**src/rtl/ilvc_pkg.sv**
```systemverilog
package ilvc_pkg;
    localparam int SAMPLE_W   = 8;
    localparam int N_CONV     = 2;
    localparam int WORD_LANES = 4;
    localparam int DECIM_RATIO = 5;
    localparam int SYNC_DEPTH = 2;

    typedef enum logic {
        MODE_FULL  = 1'b0,
        MODE_DECIM = 1'b1
    } mode_e;
endpackage

```
**src/rtl/ilvc_edge_cap.sv**
```systemverilog
module ilvc_edge_cap #(
    parameter int W    = 8,
    parameter int SYNC = 2
) (
    input  logic         clk,
    input  logic         rst_n,
    input  logic         dclk_i,
    input  logic [W-1:0] a_i,
    input  logic [W-1:0] b_i,
    output logic         a_stb_o,
    output logic         b_stb_o,
    output logic [W-1:0] a_o,
    output logic [W-1:0] b_o
);
    typedef struct packed {
        logic [SYNC-1:0]        ck;
        logic [SYNC-1:0][W-1:0] a;
        logic [SYNC-1:0][W-1:0] b;
        logic                   ck_prev;
        logic                   a_stb;
        logic                   b_stb;
        logic [W-1:0]           a_out;
        logic [W-1:0]           b_out;
    } cap_t;

    cap_t cap_d, cap_q;
    logic ck_now, rise, fall;

    always_comb begin
        cap_d       = cap_q;
        cap_d.ck[0] = dclk_i;
        cap_d.a[0]  = a_i;
        cap_d.b[0]  = b_i;
        for (int i = 1; i < SYNC; i++) begin
            cap_d.ck[i] = cap_q.ck[i-1];
            cap_d.a[i]  = cap_q.a[i-1];
            cap_d.b[i]  = cap_q.b[i-1];
        end
        ck_now        = cap_q.ck[SYNC-1];
        rise          = ck_now & ~cap_q.ck_prev;
        fall          = ~ck_now & cap_q.ck_prev;
        cap_d.ck_prev = ck_now;
        cap_d.a_stb   = rise;
        cap_d.b_stb   = fall;
        if (rise) cap_d.a_out = cap_q.a[SYNC-1];
        if (fall) cap_d.b_out = cap_q.b[SYNC-1];
    end

    always_ff @(posedge clk) begin
        if (!rst_n) cap_q <= '0;
        else        cap_q <= cap_d;
    end

    assign a_stb_o = cap_q.a_stb;
    assign b_stb_o = cap_q.b_stb;
    assign a_o     = cap_q.a_out;
    assign b_o     = cap_q.b_out;

    // one level change gives exactly one strobe
    p_a_one_shot_r2: assert property (@(posedge clk) disable iff (!rst_n)
        a_stb_o |=> !a_stb_o);
    p_ab_excl_r2: assert property (@(posedge clk) disable iff (!rst_n)
        $onehot0({a_stb_o, b_stb_o}));
endmodule

```
**src/rtl/ilvc_merge.sv**
```systemverilog
module ilvc_merge #(
    parameter int W     = 8,
    parameter int SLOTS = 4
) (
    input  logic                   clk,
    input  logic                   rst_n,
    input  logic [SLOTS-1:0]       in_stb_i,
    input  logic [SLOTS-1:0][W-1:0] in_data_i,
    output logic                   out_stb_o,
    output logic [W-1:0]           out_data_o
);
    localparam int PW = (SLOTS > 1) ? $clog2(SLOTS) : 1;

    typedef struct packed {
        logic [PW-1:0] ptr;
        logic          stb;
        logic [W-1:0]  data;
    } mrg_t;

    mrg_t mrg_d, mrg_q;

    always_comb begin
        mrg_d     = mrg_q;
        mrg_d.stb = 1'b0;
        if (in_stb_i[mrg_q.ptr]) begin
            mrg_d.stb  = 1'b1;
            mrg_d.data = in_data_i[mrg_q.ptr];
            mrg_d.ptr  = (mrg_q.ptr == PW'(SLOTS-1)) ? '0 : mrg_q.ptr + 1'b1;
        end
    end

    always_ff @(posedge clk) begin
        if (!rst_n) mrg_q <= '0;
        else        mrg_q <= mrg_d;
    end

    assign out_stb_o  = mrg_q.stb;
    assign out_data_o = mrg_q.data;

    // a merged sample always comes from a captured group update
    p_out_needs_in_r3: assert property (@(posedge clk) disable iff (!rst_n)
        out_stb_o |-> $past(|in_stb_i));
endmodule

```
**src/rtl/ilvc_packer.sv**
```systemverilog
module ilvc_packer
    import ilvc_pkg::*;
#(
    parameter int W     = 8,
    parameter int LANES = 4,
    parameter int DECIM = 5
) (
    input  logic               clk,
    input  logic               rst_n,
    input  logic               smp_stb_i,
    input  logic [W-1:0]       smp_i,
    input  logic               decim_i,
    input  logic               ready_i,
    input  logic               ovf_clr_i,
    output logic [W*LANES-1:0] word_o,
    output logic               valid_o,
    output logic               resync_o,
    output logic               ovf_o
);
    localparam int CW = $clog2(LANES);
    localparam int DW = $clog2(DECIM);

    typedef struct packed {
        logic [LANES-1:0][W-1:0] lanes;
        logic [CW-1:0]           cnt;
        logic [DW-1:0]           dcnt;
        mode_e                   mode;
        logic                    pend;
        logic [W*LANES-1:0]      word;
        logic                    valid;
        logic                    resync;
        logic                    ovf;
    } pk_t;

    pk_t pk_d, pk_q;
    logic keep, boundary;

    always_comb begin
        pk_d        = pk_q;
        pk_d.valid  = 1'b0;
        pk_d.resync = 1'b0;
        boundary    = (pk_q.cnt == '0) && !smp_stb_i;
        keep        = 1'b0;

        if (boundary && (mode_e'(decim_i) != pk_q.mode)) begin
            pk_d.mode = mode_e'(decim_i);
            pk_d.pend = 1'b1;
            pk_d.dcnt = '0;
        end

        if (smp_stb_i) begin
            keep = (pk_q.mode == MODE_FULL) || (pk_q.dcnt == '0);
            if (pk_q.mode == MODE_DECIM)
                pk_d.dcnt = (pk_q.dcnt == DW'(DECIM-1)) ? '0 : pk_q.dcnt + 1'b1;
            else
                pk_d.dcnt = '0;
            if (keep) begin
                pk_d.lanes[pk_q.cnt] = smp_i;
                if (pk_q.cnt == CW'(LANES-1)) begin
                    pk_d.cnt  = '0;
                    pk_d.pend = 1'b0;
                    if (ready_i) begin
                        pk_d.word   = pk_d.lanes;
                        pk_d.valid  = 1'b1;
                        pk_d.resync = pk_q.pend;
                    end else begin
                        pk_d.ovf = 1'b1;
                    end
                end else begin
                    pk_d.cnt = pk_q.cnt + 1'b1;
                end
            end
        end

        if (ovf_clr_i) pk_d.ovf = 1'b0;
    end

    always_ff @(posedge clk) begin
        if (!rst_n) pk_q <= '0;
        else        pk_q <= pk_d;
    end

    assign word_o   = pk_q.word;
    assign valid_o  = pk_q.valid;
    assign resync_o = pk_q.resync;
    assign ovf_o    = pk_q.ovf;

    p_valid_ready_r7: assert property (@(posedge clk) disable iff (!rst_n)
        valid_o |-> $past(ready_i));
    p_ovf_hold_r8: assert property (@(posedge clk) disable iff (!rst_n)
        (ovf_o && !ovf_clr_i) |=> ovf_o);
    p_ovf_clear_r8: assert property (@(posedge clk) disable iff (!rst_n)
        ovf_clr_i |=> !ovf_o);
    p_mode_boundary_r5: assert property (@(posedge clk) disable iff (!rst_n)
        (pk_q.mode != $past(pk_q.mode)) |-> ($past(pk_q.cnt) == '0));
endmodule

```
**src/rtl/ilv_capture.sv**
```systemverilog
module ilv_capture
    import ilvc_pkg::*;
#(
    parameter int W     = SAMPLE_W,
    parameter int NCONV = N_CONV,
    parameter int LANES = WORD_LANES,
    parameter int DECIM = DECIM_RATIO,
    parameter int SYNC  = SYNC_DEPTH
) (
    input  logic               clk,
    input  logic               rst_n,
    input  logic [NCONV-1:0]   dclk_i,
    input  logic [NCONV*W-1:0] grp_a_i,
    input  logic [NCONV*W-1:0] grp_b_i,
    input  logic               decim_i,
    input  logic               ready_i,
    input  logic               ovf_clr_i,
    output logic [W*LANES-1:0] word_o,
    output logic               valid_o,
    output logic               resync_o,
    output logic               ovf_o
);
    localparam int SLOTS = 2 * NCONV;

    logic [SLOTS-1:0]        slot_stb;
    logic [SLOTS-1:0][W-1:0] slot_data;
    logic                    smp_stb;
    logic [W-1:0]            smp;

    // slot order: all A groups by converter, then all B groups
    for (genvar c = 0; c < NCONV; c++) begin : g_conv
        ilvc_edge_cap #(.W(W), .SYNC(SYNC)) u_cap (
            .clk     (clk),
            .rst_n   (rst_n),
            .dclk_i  (dclk_i[c]),
            .a_i     (grp_a_i[c*W +: W]),
            .b_i     (grp_b_i[c*W +: W]),
            .a_stb_o (slot_stb[c]),
            .b_stb_o (slot_stb[NCONV+c]),
            .a_o     (slot_data[c]),
            .b_o     (slot_data[NCONV+c])
        );
    end

    ilvc_merge #(.W(W), .SLOTS(SLOTS)) u_merge (
        .clk        (clk),
        .rst_n      (rst_n),
        .in_stb_i   (slot_stb),
        .in_data_i  (slot_data),
        .out_stb_o  (smp_stb),
        .out_data_o (smp)
    );

    ilvc_packer #(.W(W), .LANES(LANES), .DECIM(DECIM)) u_pack (
        .clk       (clk),
        .rst_n     (rst_n),
        .smp_stb_i (smp_stb),
        .smp_i     (smp),
        .decim_i   (decim_i),
        .ready_i   (ready_i),
        .ovf_clr_i (ovf_clr_i),
        .word_o    (word_o),
        .valid_o   (valid_o),
        .resync_o  (resync_o),
        .ovf_o     (ovf_o)
    );
endmodule

```
**config.mk**
```make
export PLATFORM = sky130hd
export DESIGN_NAME = ilv_capture
export DESIGN_NICKNAME = d
export VERILOG_FILES = /design/src/rtl/ilvc_pkg.sv /design/src/rtl/ilvc_edge_cap.sv /design/src/rtl/ilvc_merge.sv /design/src/rtl/ilvc_packer.sv /design/src/rtl/ilv_capture.sv
export SDC_FILE = /design/constraint.sdc
export NUM_CORES = 1
export LEC_CHECK = 0
export CORE_MARGIN = 1
export CORE_UTILIZATION = 45
export CTS_CLUSTER_SIZE = 20
export DETAILED_ROUTE_END_ITERATION = 12
export DONT_BUFFER_PORTS = 1
export HOLD_SLACK_MARGIN = 0.08
export SLEW_MARGIN = 20
export SYNTH_ARGS = -nofsm -noshare
export SYNTH_HDL_FRONTEND = slang
export SYNTH_HIERARCHICAL = 1
export SYNTH_SLANG_ARGS = --single-unit
```
**constraint.sdc**
```tcl
create_clock -name clk -period 2.2 [get_ports clk]
set_input_delay 0.33 -clock clk [delete_from_list [all_inputs] [get_ports clk]]
set_output_delay 0.33 -clock clk [all_outputs]
set_load 0.005 [all_outputs]
```
## Word-level counts from Yosys, hierarchy flattened

Cells that the tools add are included.

- Register bits after elaboration: 191
- Bits of input ports: 39
- Output and inout bits: 35
- Word-level logic and storage cells: 89

- Add/sub/neg operators: 3
- Order comparisons: 3
- Equal/unequal tests: 4
- Mux-type cells: 19
- Bitwise logic cells: 11
- Reduce and logical (&&, ||, !) cells: 14

Operators by type and width:

| operator | number |
|---|---|
| $mux W36 | 3 |
| $mux W34 | 1 |
| $bwmux W32 | 1 |
| $bmux W8 S2 | 1 |
| $demux W8 S2 | 1 |
| $mux W8 | 2 |
| $reduce_and A4 Y1 | 3 |
| $mux W3 | 3 |
| $mux W9 | 1 |
| $not A1 Y1 | 7 |
| $lt A2 B3 Y1 const B | 2 |
| $mux W5 | 1 |
| $reduce_and A5 Y1 | 1 |
| $add A2 B1 Y2 const B | 2 |
| $and A1 B1 Y1 | 4 |
| $eq A2 B2 Y1 const B | 2 |
| $mux W2 | 2 |
| $add A3 B1 Y3 const B | 1 |
| $eq A3 B3 Y1 const B | 1 |
| $logic_and A1 B1 Y1 | 3 |
| $logic_not A3 Y1 | 1 |
| $bmux W1 S2 | 1 |
| $ge A2 B1 Y1 const B | 1 |
| $logic_not A2 Y1 | 1 |
| other kinds (7) | 8 |

## Longest topological paths before layout

Gate-level depths: netlist of the first run.

- Word-level depth: 9
- Gate-level depth with buffers: 8
- Gate-level depth less buffers: 6

## Cells and area by module

The synthesis of the first run kept the hierarchy.

Modules (own cells, without submodules):

| module | times used | cells each | area an instance (sq um) | seq. area each (sq um) |
|---|---|---|---|---|
| ilvc_edge_cap | 2 | 165 | 1761.7 | 1061.0 |
| ilvc_packer | 1 | 312 | 3108.0 | 1321.3 |
| ilvc_merge | 1 | 57 | 732.0 | 220.2 |

## Least setup slack after synthesis of the first run

Ideal clock, no wire load.

- Path type: reg-to-reg
- Start: register u_pack/pk_q[37] (netlist name)
- End: register u_pack.pk_q (netlist bit u_pack/word_o[19])
- Setup time: 0.116 ns
- Data arrival time: 1.490 ns
- Data required time: 2.084 ns
- Slack: 0.594 ns
- Stages on the path, launching flop included: 9
- Buffers on the path: 2
- Period minus slack after synthesis: 1.606 ns
- Path through: dfxtp_1 inv_1 ha_1 nand2b_4 a211oi_4 buf_6 buf_6 nand2_1 o211a_1

- Word-level cells in the longest chain between the ends: 3

RTL lines:

| what | RTL line | source |
|---|---|---|
| start, declared | ilvc_packer.sv:35 | `pk_t pk_d, pk_q;` |
| start signal, assigned | ilvc_packer.sv:80 | `else pk_q <= pk_d;` |
| $logic_not A3 Y1 | ilvc_packer.sv:52 | `keep = (pk_q.mode == MODE_FULL) \|\| (pk_q.dcnt == '0);` |
| $logic_or A1 B1 Y1 | ilvc_packer.sv:52 |  |
| $reduce_and A4 Y1 (no line) | n/a |  |

Every way passes these cells.
A chain may end at the register's enable or synchronous reset.

## Worst setup path in the final report of the first run

- Start: register u_pack/pk_q[38] (netlist name)
- End: register u_pack.pk_q (netlist bit u_pack/word_o[12])

Same word-level chain as after synthesis.

==> results of run 1 <==
==> stage by stage <==
step / util, % / power [mW] / hold WS [ps] / instance area, um2 / cells
final: 56.8 / 6.75 / 153 / 9060 / 986
after global routing: 56.8 / 7.01 / 121 / 9060 / 986
after CTS: 56.0 / 6.81 / 112 / 8930 / 980
after detailed placement: 43.3 / 3.62 / 410 / 6900 / 806
after global placement: 43.3 / 3.61 / 407 / 6900 / 806
after floorplan: - / 3.65 / 406 / 7360 / 699
==> cells by family (layout without fill, tap and decap cells) <==
group,after synthesis,count (layout),share of synthesized area (%)
and+or+nand+nor,237,237,16.0
buffers and inverters,124,195,11.4
xor gates and xnor gates,1,1,0.119
muxes,110,110,16.9
adders and majority gates,7,7,1.19
AOI/OAI and AO/OA,37,37,4.62
DFF,183,183,49.8
==> final cells by class <==
| cell class | instances | share of cell area, % |
|---|---|---|
| clock buffer | 18 | 4.85 |
| clock inverter | 14 | 1.73 |
| inverter | 6 | 0.249 |
| multi-input combinational | 392 | 31.9 |
| sequential | 183 | 40.5 |
| tap | 216 | 2.98 |
| timing repair buffer | 157 | 17.8 |
==> flip-flops by register name, summed over array words and instances (netlist names) <==
register,count
g_conv.u_cap/cap_d,36
g_conv.u_cap/cap_q,34
u_pack/word_o,32
u_pack/pk_q,31
g_conv.u_cap/a_o,16
g_conv.u_cap/b_o,16
u_merge/out_data_o,8
g_conv.u_cap/a_stb_o,2
g_conv.u_cap/b_stb_o,2
u_merge/mrg_q,2
u_merge/out_stb_o,1
u_pack/ovf_o,1
u_pack/resync_o,1
u_pack/valid_o,1
==> critical path, delay by kind of cell, from the launching register on <==
| family | cells | cell delay [ps] |
|---|---|---|
| adder cells (fa/ha/maj) | 1 | 150 |
| AND/OR/NAND/NOR | 2 | 130 |
| buffers and inverters | 3 | 870 |
| AO/OA/AOI/OAI | 2 | 540 |
| flip-flops | 1 | 340 |
==> power groups by stage <==
stage	registers [mW]	clock network, mW	logic (mW)
after floorplan	3.47	0	0.175
after global placement	3.48	0	0.126
after detailed placement	3.49	0	0.129
after CTS	3.41	3.10	0.299
after global routing	3.42	3.26	0.330
final	3.41	3.04	0.302
==> routing by layer <==
| layer | part of all wire [%] | up-vias | routed length [um] |
|---|---|---|---|
| met1 | 45 | 2268 | 6490 |
| met2 | 50 | 95 | 7300 |
| li1 | - | 2347 | - |
| met4 | 1.3 | 0 | 182 |
| met5 | 0 | - | 0 |
| met3 | 3.6 | 16 | 521 |
==> final timing paths <==
| check | cells after the start | to |
|---|---|---|
| worst max register to register | 8 | u_pack/word_o[12]$_SDFFE_PN0P_ |
| worst min-delay path | 2 | u_pack/pk_q[49]$_SDFFE_PN0P_ |
| worst min register to register | 2 | g_conv[0].u_cap/a_o[1]$_SDFFE_PN0P_ |
| worst max-delay path | 8 | u_pack/word_o[12]$_SDFFE_PN0P_ |
==> cell usage in the layout (no fill, tap or decap), types with 4 or more instances in the layout <==
cell           instances
and2_1                79
buf_4                 11
clkbuf_16             20
clkinv_4               5
dfxtp_1              179
dlygate4sd3_1        141
ha_1                   4
inv_1                  4
inv_8                  5
mux2i_1              100
mux4_1                 8
nand2_1              123
nor2b_1               25
o211a_1               24
==> what timing repair did <==
item                       4_1_cts  5_1_grt
hold buffers                   142        0
buffers inserted                 0        3
setup endpoints to repair        0       11
resized for setup                0       12
hold endpoints to repair       180        0
==> reports/results.txt, run 1 <==
Logic pwr share - 4.5%
Worst R2R Start - u_pack/pk_q[38]$_SDFFE_PN0P_
P_int - 5.23 mW
Worst Setup SP - u_pack/pk_q[38]$_SDFFE_PN0P_
Antenna cell count - 0
Mean Syn Cell Area - 10.5 um2
Port Buffers - 0
Clock buffer depth - 2
Crit-path slowest cell - dlygate4sd3_1
Setup TNS - 0 ps
CP startpoint kind - flop
Dpl hpwl - 7.85 mm
Cell taking the most area after synthesis - dfxtp_1
Die height - 130 um
Area taken by flip-flops and latches - 3670 um2
Most Crowded Layer GR - met2
IO Pins - 74
Final worst slack - 57.3 ps
Initial core utilization - 46.2%
Fin. max-slew vios - 0
Post-synth top flop - dfxtp_1
HP Start - rst_n
Pwr dens - 745 nW/um2
Max_cap viols - 0
Count of final hold-check violations - 0
Clock slew seen by the registers of the worst setup and hold paths - 80 ps
Worst IR drop on VDD - 0.000531 V
R2R setup slack - 60 ps
Routed via count - 4,726
Endpoints failing setup - 0
Syn nets - 745
Crit. End Element - flop
Seq cells post-synth - 183
Iter 0 DRT Violations - 155
Full die area - 16,900 um2
Synth Instances - 699
Routed Antenna Nets - 0
Final Skew - 10.5 ps
Top area cells in the synthesized netlist - dfxtp_1 (50%), mux2i_1 (14%), buf_4 (7.5%), and2_1 (6.7%), nand2_1 (6.3%)
Synth-to-Final Area Change - 23.1%
WP data arrival - 2460 ps
Routability cong. - 0.792
GR Layer Usage met2 - 30.5%
Drt wl/cell - 14.7 um
Final WL - 14.5 mm
Number of synthesized flops with an enable pin - 0
Fraction of layout cells with a size suffix above 1 - 8.31%
Status - finished clean
Initial antenna violation count - 0
Share of the synthesized area in the top cell type - 49.8%
Vias in the first global route - 4,556
Rows - 46
CTS tree - done
Worst slack, placed - 374 ps
Max Fclk - 0.467 GHz
Post-Syn Area - 7360 um2
CP Class - reg -> reg
CP max stage delay - 550 ps
WP data required - 2520 ps
Hold crit path type - in -> reg
Gr usage total - 17.6%
Root buf cell - clkbuf_16
Largest net degree at the start of global routing - 116
Drt first pass iters - 4
Worst-path fanout max - 7
Footprint of the multi-input gates - 2890 um2
H-tree Lvls - 4
Met3 usage - 4.84%
Tcrit/Tclk final - 97.4%
Unrepaired setup endpoints after global routing - no
Yosys Warn Count - 6
GR Util met1 - 20.9%
Worst skew pair latency - 440 ps
Core Region - 15,900 um2
Tmin final - 2140 ps
Cell variety after synth - 33
Net Sw Frac - 22.6%
GRT Residual Overflow - 0
Seq/Total Area, Yosys - 49.8%
Part of the power in registers - 50.5%
Relative slew slack - 64.3%
Vias per inst - 4.79
Clk pwr share - 45.0%
Fillcell total - 1,389
DIE WIDTH - 130 um
Asr flop ratio synth - 0%
Commonest cells in the netlist - dfxtp_1 (183), nand2_1 (123), mux2i_1 (100)
CP cell instances - inv_2 -> ha_4 -> nand2b_4 -> a211oi_4 -> clkbuf_16 -> nand2_1 -> o211a_1 -> dlygate4sd3_1
Num CTS Buffers - 17
Pleak - 3.86 nW
Worst-margin pin slew - 534 ps
Clock sink count - 183
Switching pwr - 1.52 mW
# DRC - 0
# nets final - 803
Most numerous cell in the Yosys netlist - dfxtp_1
First-pass GRT wire length - 22.6 mm
Note: power is estimated with default switching activity, not from simulation.
==> run 2, diff against run 1 <==
--- a/config.mk
+++ b/config.mk
@@ -14,5 +14,4 @@
 export SLEW_MARGIN = 20
 export SYNTH_ARGS = -nofsm -noshare
 export SYNTH_HDL_FRONTEND = slang
-export SYNTH_HIERARCHICAL = 1
 export SYNTH_SLANG_ARGS = --single-unit
==> reports/results.txt, run 2 <==
Yosys Warn Count - 0
HP Start - rst_n
Synth Instances - 680
Final Hold Slack - 103 ps
Worst IR drop on VDD - 0.000591 V
Commonest cells in the netlist - dfxtp_1 (183), and2_1 (72), nand2_1 (65)
Unrepaired setup endpoints after global routing - no
Mean Syn Cell Area - 10.1 um2
IO Pins - 74
Crit. End Element - flop
Setup TNS - 0 ps
Fin. max-slew vios - 0
Post-route insts no fill - 862
Clock buffer depth - 2
Count of final hold-check violations - 0
Vias in the first global route - 4,235
Cell taking the most area after synthesis - dfxtp_1
GR Util met1 - 21.6%
Footprint of the multi-input gates - 2680 um2
Worst reg2reg endpoint - u_pack.ovf_o$_SDFFE_PP0P_
Num CTS Buffers - 17
Routed via count - 4,348
Antenna cell count - 0
# nets final - 711
Initial antenna violation count - 0
Final Skew - 6.23 ps
Root buf cell - clkbuf_16
Worst-path fanout max - 6
Top area cells in the synthesized netlist - dfxtp_1 (53%), mux2i_1 (7.4%), and2_1 (6.5%), a211oi_2 (4.4%), buf_4 (3.7%)
Cells after DPL - 792
Max Fclk - 0.518 GHz
R2R setup slack - 270 ps
CTS tree - done
Seq/Total Area, Yosys - 53.1%
GRT Residual Overflow - 0
Fraction of layout cells with a size suffix above 1 - 14.5%
Post-Syn Area - 6890 um2
WHS Endpoint - u_pack.word_o[28]$_SDFFE_PN0P_
Area taken by flip-flops and latches - 3660 um2
Routed Antenna Nets - 0
CP startpoint kind - flop
First-pass GRT wire length - 21.2 mm
Share of the synthesized area in the top cell type - 53.1%
Initial core utilization - 46.7%
Pleak - 2.78 nW
Relative slew slack - 56.1%
Most Crowded Layer GR - met2
Final worst slack - 270 ps
Cell count of the worst hold path - 2
Post-synth top flop - dfxtp_1
Postcts setup bufs - 0
Status - finished clean
Pwr dens - 865 nW/um2
Max reg flops - 36
Commonest non-fill, non-tap cell in the layout - dfxtp_1
Tcrit/Tclk final - 87.7%
Endpoints failing setup - 0
Worst slack, placed - 309 ps
PostCTS Resize Cnt - 0
H-tree Lvls - 4
Most numerous cell in the Yosys netlist - dfxtp_1
Final WL - 12.6 mm
Drt wl/cell - 14.6 um
Rows - 44
Dpl hpwl - 8.05 mm
WP data required - 2570 ps
Commonest non-fill, non-tap cells in the layout - dfxtp_1 (183), and2_1 (72), nand2_1 (65), nor2_1 (52), mux2i_1 (51)
Clock slew seen by the registers of the worst setup and hold paths - 70 ps
Met3 usage - 3.91%
Hold crit path type - in -> reg
Number of synthesized flops with an enable pin - 0
Finished Core Util - 52.5%
Drt first pass iters - 4
Synth-to-Final Area Change - 12.3%
Largest net degree at the start of global routing - 87
Clock sink count - 183
Cell variety after synth - 37
Asr flop ratio synth - 0%
CP Class - reg -> reg
Port Buffers - 0
Syn nets - 726
Worst-margin pin slew - 659 ps
Hold_buf cts - 38
Vias per inst - 5.04
Routability cong. - 0.773
Worst R2R Start - u_pack.pk_q[37]$_SDFFE_PN0P_
Core Region - 14,800 um2
Full die area - 15,800 um2
Gr usage total - 17.2%
Fillcell total - 1,304
Seq cells post-synth - 183
Iter 0 DRT Violations - 208
DIE WIDTH - 126 um
Cells on worst reg2reg path - 7
GR Layer Usage met2 - 28.4%
# DRC - 0
Die height - 126 um
WP data arrival - 2300 ps
Worst skew pair latency - 420 ps
Max_cap viols - 0
Tmin final - 1930 ps
[run 2: changes by cell type in the layout (fill, tap and decap cells not counted), sizes merged, moves of 17 or more]
cell and change:
nand2 -59, o211a -24, a21oi +41, nand3 +32
dlygate4sd3 -104, nor2b -17, mux2i -49, a211oi +23
nor2 +57
[run 2: cell families (layout without fill, tap and decap cells)]
kind of cell               Yosys count  in the layout  share of synthesized area [%]
xor gates and xnor gates             1              1                          0.127
AOI/OAI and AO/OA                   89             89                           9.66
adders and majority gates            7              7                           1.27
DFF                                183            183                           53.1
and+or+nand+nor                    243            243                           17.3
buffers and inverters               96             94                           7.99
muxes                               61             61                           10.5
[run 2: layout make-up]
type | instances | area share (%)
Timing Repair Buffer | 55 | 6.95
Sequential cell | 183 | 47.3
Inverter | 7 | 0.356
Clock inverter | 14 | 2.10
Multi-Input combinational cell | 401 | 34.6
Clock buffer | 18 | 5.67
Tap cell | 184 | 2.97
[run 2: power breakdown]
part	internal (mW)	switching, mW
clock	1.73	1.32
sequential	3.38	0.0239
combinational	0.116	0.114
[run 2: critical path, cell delays in order (launching register included)]
cell and delay, ps:
dfxtp_1 340, inv_1 70, ha_1 200, nor2b_4 230
o211ai_2 130, o21ba_2 210, nor3_1 130, dlygate4sd3_1 570
[run 2: worst max path at each step]
stage / slack, ps / from / endpoint
global route: 100 / u_pack.pk_q[37]$_SDFFE_PN0P_ / u_pack.ovf_o$_SDFFE_PP0P_
finish: 270 / u_pack.pk_q[37]$_SDFFE_PN0P_ / u_pack.ovf_o$_SDFFE_PP0P_
floorplan: 650 / u_pack.pk_q[37]$_SDFFE_PN0P_ / u_pack.resync_o$_SDFF_PN0_
global placement: 400 / u_pack.pk_q[37]$_SDFFE_PN0P_ / u_pack.word_o[7]$_SDFFE_PN0P_
detailed placement: 310 / u_pack.pk_q[37]$_SDFFE_PN0P_ / u_pack.word_o[11]$_SDFFE_PN0P_
CTS: 270 / u_pack.pk_q[37]$_SDFFE_PN0P_ / u_pack.word_o[11]$_SDFFE_PN0P_
[run 2: stage by stage]
| stage | power (mW) | area [um2] |
|---|---|---|
| finish | 6.69 | 7740 |
| global route | 6.95 | 7740 |
| CTS | 6.77 | 7740 |
| detailed placement | 3.64 | 6740 |
| global placement | 3.64 | 6740 |
| floorplan | 3.63 | 6890 |
[run 2: metal layers]
metal / vias to the layer above / part of all wire, %
li1: 2192 / -
met5: - / 0
met1: 2052 / 46
met4: 0 / 1.6
met2: 84 / 49
met3: 20 / 3.1
